==> src/rtl/mbox_pkg.sv <==
`timescale 1ns/1ps
package mbox_pkg;
  // Register window layout: [9:8] region, [7:3] slot, [2:0] byte within word
  localparam int REGION_W = 2;
  localparam int SLOT_W   = 5;
  localparam int ALIGN_W  = 3;
  localparam int ADDR_W   = REGION_W + SLOT_W + ALIGN_W;
  localparam int SRC_W    = 5;
  localparam int VEC_W    = 6;
  localparam int WR_W     = 6;
  localparam int BUSY_BIT = 5;

  localparam logic [REGION_W-1:0] REGION_WORD0  = 2'd0;
  localparam logic [REGION_W-1:0] REGION_WORD1  = 2'd1;
  localparam logic [REGION_W-1:0] REGION_STATUS = 2'd2;
  localparam logic [REGION_W-1:0] REGION_ALIAS  = 2'd3;

  localparam logic [SLOT_W-1:0] ALIAS_WORD0  = 5'd0;
  localparam logic [SLOT_W-1:0] ALIAS_WORD1  = 5'd1;
  localparam logic [SLOT_W-1:0] ALIAS_STATUS = 5'd2;
  localparam logic [SLOT_W-1:0] ALIAS_VECTOR = 5'd3;

  typedef enum logic [2:0] {
    RD_NONE, RD_WORD0, RD_WORD1, RD_STATUS, RD_VECTOR
  } rdKind_e;

  typedef struct packed {
    logic              acceptEn;
    logic [SLOT_W-1:0] acceptSlot;
    logic              busyWrEn;
    logic [SLOT_W-1:0] busyWrSlot;
    logic              busyWrVal;
    logic              vecWrEn;
    logic [VEC_W-1:0]  vecWrVal;
    logic              rdEn;
    rdKind_e           rdKind;
    logic [SLOT_W-1:0] rdSlot;
  } strobes_t;
endpackage

==> src/rtl/mbox_ctrl.sv <==
`timescale 1ns/1ps
module mbox_ctrl
  import mbox_pkg::*;
#(
  parameter int NUM_CPU = 8,
  parameter int CPU_W   = 3
) (
  input  logic                 clk,
  input  logic                 rstN,
  input  logic                 msgValid,
  input  logic [CPU_W-1:0]     msgCpu,
  input  logic [NUM_CPU-1:0]   busyVec,
  input  logic                 regRdEn,
  input  logic                 regWrEn,
  input  logic [ADDR_W-1:0]    regAddr,
  input  logic [WR_W-1:0]      regWrData,
  input  logic [CPU_W-1:0]     reqCpu,
  output logic                 msgAccept,
  output logic                 msgRetry,
  output strobes_t             st
);
  localparam int CMP_W = SLOT_W + 1;

  logic [REGION_W-1:0] region;
  logic [SLOT_W-1:0]   slot;
  logic [SLOT_W-1:0]   tgtSlot;
  logic [SLOT_W-1:0]   reqSlot;
  logic                aligned;
  logic                slotOk;
  logic                reqOk;
  logic                tgtOk;
  logic                tgtBusy;

  function automatic logic inRange(input logic [SLOT_W-1:0] s);
    return {1'b0, s} < CMP_W'(NUM_CPU);
  endfunction

  assign region  = regAddr[ADDR_W-1 -: REGION_W];
  assign slot    = regAddr[ALIGN_W +: SLOT_W];
  assign aligned = (regAddr[ALIGN_W-1:0] == '0);
  assign tgtSlot = SLOT_W'(msgCpu);
  assign reqSlot = SLOT_W'(reqCpu);
  assign slotOk  = inRange(slot);
  assign reqOk   = inRange(reqSlot);
  assign tgtOk   = inRange(tgtSlot);

  // Out-of-range targets are treated as permanently busy
  assign tgtBusy   = tgtOk ? busyVec[msgCpu] : 1'b1;
  assign msgAccept = msgValid && !tgtBusy;
  assign msgRetry  = msgValid && tgtBusy;

  always_comb begin
    st            = '0;
    st.acceptEn   = msgAccept;
    st.acceptSlot = tgtSlot;
    st.rdEn       = regRdEn;
    st.rdKind     = RD_NONE;
    st.busyWrVal  = regWrData[BUSY_BIT];
    st.vecWrVal   = regWrData[VEC_W-1:0];
    if (aligned) begin
      unique case (region)
        REGION_WORD0: if (slotOk) begin
          st.rdKind = RD_WORD0;
          st.rdSlot = slot;
        end
        REGION_WORD1: if (slotOk) begin
          st.rdKind = RD_WORD1;
          st.rdSlot = slot;
        end
        REGION_STATUS: if (slotOk) begin
          st.rdKind     = RD_STATUS;
          st.rdSlot     = slot;
          st.busyWrEn   = regWrEn;
          st.busyWrSlot = slot;
        end
        REGION_ALIAS: begin
          unique case (slot)
            ALIAS_WORD0: if (reqOk) begin
              st.rdKind = RD_WORD0;
              st.rdSlot = reqSlot;
            end
            ALIAS_WORD1: if (reqOk) begin
              st.rdKind = RD_WORD1;
              st.rdSlot = reqSlot;
            end
            ALIAS_STATUS: if (reqOk) begin
              st.rdKind     = RD_STATUS;
              st.rdSlot     = reqSlot;
              st.busyWrEn   = regWrEn;
              st.busyWrSlot = reqSlot;
            end
            ALIAS_VECTOR: begin
              st.rdKind  = RD_VECTOR;
              st.vecWrEn = regWrEn;
            end
            default: ;
          endcase
        end
        default: ;
      endcase
    end
  end

  // a valid message always gets one and only one outcome
  a_r2_one_outcome: assert property (@(posedge clk) disable iff (!rstN)
    msgValid |-> (msgAccept != msgRetry));
  // nothing is signalled without a message
  a_r2_quiet_idle: assert property (@(posedge clk) disable iff (!rstN)
    !msgValid |-> (!msgAccept && !msgRetry));
endmodule

==> src/rtl/mbox_datapath.sv <==
`timescale 1ns/1ps
module mbox_datapath
  import mbox_pkg::*;
#(
  parameter int NUM_CPU = 8,
  parameter int CPU_W   = 3,
  parameter int DATA_W  = 64
) (
  input  logic               clk,
  input  logic               rstN,
  input  strobes_t           st,
  input  logic [SRC_W-1:0]   msgSrc,
  input  logic [DATA_W-1:0]  msgData0,
  input  logic [DATA_W-1:0]  msgData1,
  output logic [NUM_CPU-1:0] busyVec,
  output logic               postValid,
  output logic [CPU_W-1:0]   postCpu,
  output logic [VEC_W-1:0]   postVector,
  output logic               rdValid,
  output logic [DATA_W-1:0]  rdData
);
  logic [DATA_W-1:0] word0 [NUM_CPU];
  logic [DATA_W-1:0] word1 [NUM_CPU];
  logic [SRC_W-1:0]  srcId [NUM_CPU];
  logic [VEC_W-1:0]  vecReg;
  logic [DATA_W-1:0] rdNext;

  always_ff @(posedge clk or negedge rstN) begin
    if (!rstN) begin
      busyVec <= '0;
      for (int i = 0; i < NUM_CPU; i++) begin
        word0[i] <= '0;
        word1[i] <= '0;
        srcId[i] <= '0;
      end
    end else begin
      for (int i = 0; i < NUM_CPU; i++) begin
        // Accept has priority over a software busy write to the same mailbox
        if (st.acceptEn && st.acceptSlot == SLOT_W'(i)) begin
          busyVec[i] <= 1'b1;
          srcId[i]   <= msgSrc;
          word0[i]   <= msgData0;
          word1[i]   <= msgData1;
        end else if (st.busyWrEn && st.busyWrSlot == SLOT_W'(i)) begin
          busyVec[i] <= st.busyWrVal;
        end
      end
    end
  end

  always_ff @(posedge clk or negedge rstN) begin
    if (!rstN)           vecReg <= '0;
    else if (st.vecWrEn) vecReg <= st.vecWrVal;
  end

  always_ff @(posedge clk or negedge rstN) begin
    if (!rstN) begin
      postValid  <= 1'b0;
      postCpu    <= '0;
      postVector <= '0;
    end else begin
      postValid <= st.acceptEn;
      if (st.acceptEn) begin
        postCpu    <= st.acceptSlot[CPU_W-1:0];
        postVector <= vecReg;
      end
    end
  end

  always_comb begin
    rdNext = '0;
    if (st.rdKind == RD_VECTOR) rdNext = DATA_W'(vecReg);
    for (int i = 0; i < NUM_CPU; i++) begin
      if (st.rdSlot == SLOT_W'(i)) begin
        unique case (st.rdKind)
          RD_WORD0:  rdNext = word0[i];
          RD_WORD1:  rdNext = word1[i];
          RD_STATUS: rdNext = DATA_W'({busyVec[i], srcId[i]});
          default: ;
        endcase
      end
    end
  end

  always_ff @(posedge clk or negedge rstN) begin
    if (!rstN) begin
      rdValid <= 1'b0;
      rdData  <= '0;
    end else begin
      rdValid <= st.rdEn;
      if (st.rdEn) rdData <= rdNext;
    end
  end

  // an accepted message always leaves the mailbox locked
  a_r3_locked_after_accept: assert property (@(posedge clk) disable iff (!rstN)
    st.acceptEn |=> busyVec[$past(st.acceptSlot[CPU_W-1:0])]);
  // post pulse follows an accept and carries the vector held at accept time
  a_r5_post_pulse: assert property (@(posedge clk) disable iff (!rstN)
    st.acceptEn |=> (postValid && postVector == $past(vecReg)));
  a_r5_no_spurious_post: assert property (@(posedge clk) disable iff (!rstN)
    !st.acceptEn |=> !postValid);
  // read data valid one cycle after each request
  a_r12_rd_follows: assert property (@(posedge clk) disable iff (!rstN)
    st.rdEn |=> rdValid);
  a_r12_rd_quiet: assert property (@(posedge clk) disable iff (!rstN)
    !st.rdEn |=> !rdValid);
  // status reads carry nothing above the busy bit
  a_r6_status_upper_zero: assert property (@(posedge clk) disable iff (!rstN)
    (st.rdEn && st.rdKind == RD_STATUS) |=> (rdData[DATA_W-1:BUSY_BIT+1] == '0));
endmodule

==> src/rtl/cpu_mailbox.sv <==
`timescale 1ns/1ps
module cpu_mailbox
  import mbox_pkg::*;
#(
  parameter int NUM_CPU = 8,
  parameter int DATA_W  = 64,
  localparam int CPU_W  = (NUM_CPU > 1) ? $clog2(NUM_CPU) : 1
) (
  input  logic              clk,
  input  logic              rstN,
  input  logic              msgValid,
  input  logic [CPU_W-1:0]  msgCpu,
  input  logic [4:0]        msgSrc,
  input  logic [DATA_W-1:0] msgData0,
  input  logic [DATA_W-1:0] msgData1,
  output logic              msgAccept,
  output logic              msgRetry,
  output logic              postValid,
  output logic [CPU_W-1:0]  postCpu,
  output logic [5:0]        postVector,
  input  logic              regRdEn,
  input  logic              regWrEn,
  input  logic [9:0]        regAddr,
  input  logic [5:0]        regWrData,
  input  logic [CPU_W-1:0]  reqCpu,
  output logic              regRdValid,
  output logic [DATA_W-1:0] regRdData
);
  strobes_t           st;
  logic [NUM_CPU-1:0] busyVec;

  mbox_ctrl #(.NUM_CPU(NUM_CPU), .CPU_W(CPU_W)) uCtrl (
    .clk(clk), .rstN(rstN),
    .msgValid(msgValid), .msgCpu(msgCpu), .busyVec(busyVec),
    .regRdEn(regRdEn), .regWrEn(regWrEn), .regAddr(regAddr),
    .regWrData(regWrData), .reqCpu(reqCpu),
    .msgAccept(msgAccept), .msgRetry(msgRetry), .st(st)
  );

  mbox_datapath #(.NUM_CPU(NUM_CPU), .CPU_W(CPU_W), .DATA_W(DATA_W)) uData (
    .clk(clk), .rstN(rstN), .st(st),
    .msgSrc(msgSrc), .msgData0(msgData0), .msgData1(msgData1),
    .busyVec(busyVec),
    .postValid(postValid), .postCpu(postCpu), .postVector(postVector),
    .rdValid(regRdValid), .rdData(regRdData)
  );

  // the post goes to the CPU the message was accepted for
  a_r5_post_target: assert property (@(posedge clk) disable iff (!rstN)
    msgAccept |=> (postCpu == $past(msgCpu)));
endmodule

==> config.mk <==
export PLATFORM = sky130hd
export DESIGN_NAME = cpu_mailbox
export DESIGN_NICKNAME = d
export VERILOG_FILES = /design/src/rtl/mbox_pkg.sv /design/src/rtl/mbox_ctrl.sv /design/src/rtl/mbox_datapath.sv /design/src/rtl/cpu_mailbox.sv
export SDC_FILE = /design/constraint.sdc
export NUM_CORES = 2
export LEC_CHECK = 0
export ABC_AREA = 1
export BUFFER_PORTS_ARGS = -buffer_cell sky130_fd_sc_hd__buf_2
export CAP_MARGIN = 20
export CORE_AREA = 2 2 276 346
export DETAILED_ROUTE_END_ITERATION = 10
export DIE_AREA = 0 0 278 348
export MAX_ROUTING_LAYER = met4
export PLACE_DENSITY = 0.72
export SLEW_MARGIN = 40
export SYNTH_ARGS = -nofsm -noshare
export SYNTH_HDL_FRONTEND = slang
export SYNTH_HIERARCHICAL = 1
export SYNTH_SLANG_ARGS = --single-unit
export TNS_END_PERCENT = 30
==> constraint.sdc <==
create_clock -name clk -period 2.6 [get_ports clk]
set_input_delay 0.13 -clock clk [delete_from_list [all_inputs] [get_ports clk]]
set_output_delay 0.13 -clock clk [all_outputs]
set_load 0.03 [all_outputs]
Word level (Yosys, flattened, before mapping)
Cells that the tools add are included.
Word-level totals
  RAM bits: 0
  bits in read-only memories: 0
  output and inout bits: 77
  memories kept: 0
  logic and storage cells: 160
  input bits: 160
  flip-flop bits (word level): 1153
  bits in latches: 0
Operators by class
  eq/ne operators: 31
  shift-type cells: 0
  bitwise logic cells: 0
  multiplexer cells: 54
  $lt $le $gt $ge: 4
  divide/modulo/power cells: 0
  $mul: 0
  add/subtract/negate cells: 0
  reductions and logical operators: 33
Operator list (number)
  $pmux 64 s3: 8
  $mux 64: 8
  $mux 6: 7
  $eq 5x3->1 const B: 8
  $pmux 8 s4: 1
  $eq 5x2->1 const B: 6
  $mux 7: 4
  $mux 1: 21
  $logic_not 5->1: 4
  $logic_and 1x1->1: 18
  $reduce_bool 2->1: 8
  $eq 3x3->1 const B: 5
  $eq 5x1->1 const B: 3
  $pmux 5 s3: 1
  $eq 3x2->1 const B: 4
  $lt 3x4->1 const B: 3
  $pmux 3 s4: 1
  $pmux 6 s2: 1
  $mux 8: 1
  $eq 3x1->1 const B: 2
  $lt 5x4->1 const B: 1
  $eq 2x2->1 const B: 2
  $bmux 1 s3: 1
  $logic_not 3->1: 1
  3 further kinds: 3

Logic depth before layout (Yosys ltp)
  depth after elaboration: 23
  mapped depth: 22
  mapped depth without buffers: 21

Cells and area by module
The synthesis kept the hierarchy.
By module, submodules not included
  mbox_datapath: times used 1, cells each 6043, seq. area each 28852.7 µm², area each 50542.2 µm²
  mbox_ctrl: times used 1, cells each 116, seq. area each 0.0 µm², area each 590.6 µm²

Least setup slack after synthesis
Ideal clock, no wire load.
  path kind: register to register
  from: reg uData.busyVec[7]
  to: reg uData/word0[465] (netlist name)
  arrival time: 2.528 ns
  required time: 2.470 ns
  stages on the path, launching flop included: 16
  buffers on the path: 3
  setup time: 0.130 ns
  clock period less this slack: 2.658 ns
  slack: -0.058 ns
  cells stage by stage: dfrtp_1 -> inv_1 -> nand2_1 -> nand3_1 -> nand2_1 -> nand2_1 -> nand2_1 -> nor2_1 -> buf_4 -> clkinv_1 -> nor4_1 -> nand2_1 -> clkbuf_1 -> clkbuf_1 -> nand2_1 -> o21ai_0
On the way
  word-level cells in the longest chain between the ends: 6
Ends and longest elaborated chain
  start: declaration: RTL line mbox_datapath.sv:15  | output logic [NUM_CPU-1:0] busyVec,
  start signal: indexed assignment: RTL line mbox_datapath.sv:45  | busyVec[i] <= st.busyWrVal;
  $bmux 1 s3: RTL line mbox_ctrl.sv:48  | assign tgtBusy = tgtOk ? busyVec[msgCpu] : 1'b1;
  $mux 1 (implied by the code): RTL line mbox_ctrl.sv:48
  $mux 1: RTL line mbox_ctrl.sv:48
  $logic_not 1->1: RTL line mbox_ctrl.sv:49  | assign msgAccept = msgValid && !tgtBusy;
  $logic_and 1x1->1: RTL line mbox_ctrl.sv:49
  via msgAccept: RTL line cpu_mailbox.sv:16  | output logic msgAccept,
  $logic_and 1x1->1: RTL line mbox_datapath.sv:39  | if (st.acceptEn && st.acceptSlot == SLOT_W'(i)) begin
  end signal: indexed assignment: RTL line mbox_datapath.sv:42  | word0[i] <= msgData0;
  end: declaration: RTL line mbox_datapath.sv:22  | logic [DATA_W-1:0] word0 [NUM_CPU];
The timed path passes the listed nets, and every way through them passes these cells. The select of a mux whose other input is x is not followed.
A chain may end at the register's enable or synchronous reset.

Final worst setup path
  from: reg uData.busyVec[4]
  to: reg uData/word1[31] (netlist name)
On the way
  word-level cells in the longest chain between the ends: 6
Ends and longest elaborated chain
  $bmux 1 s3: RTL line mbox_ctrl.sv:48
  $mux 1 (implied by the code): RTL line mbox_ctrl.sv:48
  $mux 1: RTL line mbox_ctrl.sv:48
  $logic_not 1->1: RTL line mbox_ctrl.sv:49
  $logic_and 1x1->1: RTL line mbox_ctrl.sv:49
  $logic_and 1x1->1: RTL line mbox_datapath.sv:39
  end signal: indexed assignment: RTL line mbox_datapath.sv:43  | word1[i] <= msgData1;
  end: declaration: RTL line mbox_datapath.sv:23  | logic [DATA_W-1:0] word1 [NUM_CPU];
No other way between the ends. The select of a mux whose other input is x is not followed.

==> results.ini <==
[cts]
clock_latency_ps = 700
clockRootBuffer = clkbuf_16
cts_made_buffers = 111
clock_path_buffers = 3
clk_pin_slew_ps = 60
postCtsSetupRepairBufs = 0
cts_tree = done
htree_num_levels = 3
clkSinkCount = 1153

[sta]
worst_pin_slew_ps = 792
min_period_over_period = 0.946
hold_viol = 0
fin_tns_setup_ps = 0
fin_skew_ps = 19.4
rsz0062_at_grt = false
setup-violations-final = 0
slew_headroom = 0.470
max_freq_ghz = 0.407
final.min_clock_period_ps = 2460
whs_ps = 49.8
drv_slew = 0

[floorplanning]
row_count = 126
die-area_mm2 = 0.0967
core_area_mm2 = 0.0938
ios = 237
start_util = 0.545
die_w_um = 278
dieHeight_um = 348

[power_and_ir_drop]
clock_power_share = 0.382
seqPwrFrac = 0.516
intPower_mw = 32.7
switching_share = 0.259
p_comb_frac = 0.101
power.density_mw_per_mm2 = 730
p_sw_mw = 11.5
ir_drop_mv = 0.533
cellLeakagePower_nw = 29.4

[layout]
layout.nets = 6642
layout-drive-gt1-share = 0.108
diodes = 0
seqCellArea_mm2 = 0.0289
design_area_mm2 = 0.0606
fill_cells = 7712
multiInputGateArea_mm2 = 0.0198
fin_cells = 7790
fin_util = 0.646
areaGrowthSynthToFinish_pct = 18.5

[setup_path]
path_cells = inv_1, nand2_1, nand3_1, nand2_1, nand2_1, nand2_1, nor2_2, clkinv_1, nor4_1, buf_4, nand2_4, buf_12, nand2_1, o21ai_0
cp_slowest_cell = dfrtp_1
crit_top_cell = nand2_1
crit_type = flip-flop to flip-flop
worstSetupEndpointType = flip-flop
path_max_fanout = 138
r2r_cells = 14
slowest_delay_ps = 430
crit_arrival_ps = 2990
critPathRequiredTime_ps = 3130
start_kind = flip-flop

[placed_design]
io_buffers = 236
placed_cell_area_mm2 = 0.0551
hpwl_um = 89000
gp_congestion = 0.946
place_inst = 7423

[yosys]
syn_area_mm2 = 0.0511
ys_async_sr_fraction = 1.00
ys_seq_elements = 1153
ys.flop_type = dfrtp_1
yosysWarnings = 6
synth_cell_types = 31
syn_area_per_cell_um2 = 8.30
seq_area_frac_synth = 0.564
synth_cells = 6159
synth_edf_count = 0

[grt]
grt_pass1_vias = 42767
grt_max_degree = 180
antenna_found_initial = 0
track_usage = 0.310
overflow = 0
grt_pass1_wl_um = 233000

[run]
drv_cap = 0

[detailed_routing]
num_vias = 43860
drt_first_iter_violations = 4341
ant_nets = 0
wirelength_um = 147000
routedWlPerCell_um = 18.9
drc = 0
drt_pass1_iterations = 7
routed_via_density = 5.63

[hold_path]
hold_class = primary input to async pin

[outcome]
outcome = finished, final reports clean

-- Yosys cell counts, types with 2 or more instances --
master | n | area [um2]
nand4_1 | 87 | 544
inv_2 | 8 | 30.0
inv_1 | 180 | 676
buf_4 | 28 | 210
a22o_1 | 229 | 2010
nor4_2 | 2 | 25.0
a41oi_1 | 12 | 105
nor2_1 | 299 | 1120
nand3_1 | 137 | 686
clkinv_1 | 2 | 7.51
nand3_2 | 2 | 20.0
a31oi_1 | 2 | 12.5
buf_1 | 10 | 37.5
nor2_4 | 3 | 33.8
clkbuf_1 | 252 | 946
nor4_1 | 5 | 31.3
a21oi_1 | 82 | 410
nor2_2 | 4 | 25.0
nand2_2 | 3 | 18.8
o21ai_0 | 1088 | 5450
buf_2 | 152 | 761
dfrtp_1 | 1153 | 28900
nand2_1 | 2410 | 9050
buf_6 | 2 | 22.5
-- critical path, delay by kind of cell (launching register included) --
| kind | cells | cell delay [ps] |
|---|---|---|
| buffers and inverters | 4 | 650 |
| AND/OR/NAND/NOR | 9 | 910 |
| flip-flops | 1 | 430 |
| AO/OA/AOI/OAI | 1 | 110 |
-- stage by stage --
| stage | worst slack [ps] | power [mW] |
|---|---|---|
| floorplan | 113 | 25.4 |
| global placement | -249 | 27.0 |
| detailed placement | -112 | 27.3 |
| CTS | 158 | 44.5 |
| global route | 15.3 | 46.3 |
| finish | 140 | 44.2 |
-- final cells by class --
type / instances / area share
tap: 1216 / 0.0251
sequential: 1153 / 0.476
clock inverter: 47 / 0.0102
multi-input combinational: 4377 / 0.326
clock buffer: 158 / 0.0531
timing repair buffer: 649 / 0.0977
inverter: 190 / 0.0119
-- final timing paths --
path / startpoint / to / slack (ps)
min in group clk: regAddr[4] / uData/busyVec[2] / 90
max in group asynchronous: rstN / uData/word0[291] / 1480
worst max register to register: uData/busyVec[4] / uData/word1[31] / 140
worst min register to register: uData/postCpu[0] / uData/postCpu[0] / 480
worst max-delay path: uData/busyVec[4] / uData/word1[31] / 140
worst min-delay path: rstN / uData/rdData[4] / 50
-- logic make-up (layout without fill, tap and decap cells) --
logic type             Yosys count  count (layout)  synth area share
AO/OA/AOI/OAI                 1417            1417             0.157
flip-flops                    1153            1153             0.564
buffers and inverters          634            1044            0.0526
AND/OR/NAND/NOR               2954            2954             0.226
other                            1               6         0.0000733
-- state kept, by name, summed over array words and instances (netlist names) --
register	cells
uData/busyVec	8
uData/postCpu	3
uData/postValid	1
uData/postVector	6
uData/rdData	64
uData/rdValid	1
uData/srcId	40
uData/vecReg	6
uData/word0	512
uData/word1	512
-- placed cells by master, fill, tap and decap left out, types with 24 or more instances in the layout --
master and instances:
nand2_1 2403, buf_12 91, nor2_1 294, a21oi_1 81, o21ai_0 1088, clkinv_2 25
dfrtp_1 1153, dlygate4sd3_1 160, nand3_1 135, a22o_1 229, buf_4 157, inv_1 180
nand4_1 87, buf_2 234, clkbuf_16 114, clkbuf_8 24
-- layer usage --
layer	share of wire	global-route usage	wire length, um
met2	0.49	0.509	72100
met1	0.42	0.398	61700
met4	0.039	0.123	5730
met5	0	-	0
met3	0.051	0.0320	7520
-- power by group through the flow --
stage | Sequential (mW) | Combinational [mW] | Clock [mW]
after global placement | 22.9 | 4.09 | 0
after global routing | 23.1 | 5.25 | 17.9
after CTS | 22.8 | 4.52 | 17.2
after floorplan | 22.8 | 2.68 | 0
after detailed placement | 23.0 | 4.31 | 0
final | 22.8 | 4.49 | 16.9
-- repair_timing --
| action | in CTS | in global routing |
|---|---|---|
| hold buffers | 160 | 0 |
| resized for setup | 0 | 3 |
| endpoints found under the hold margin | 1533 | 0 |
| setup endpoints to repair | 0 | 3 |
Note: power is estimated with default switching activity, not from simulation.
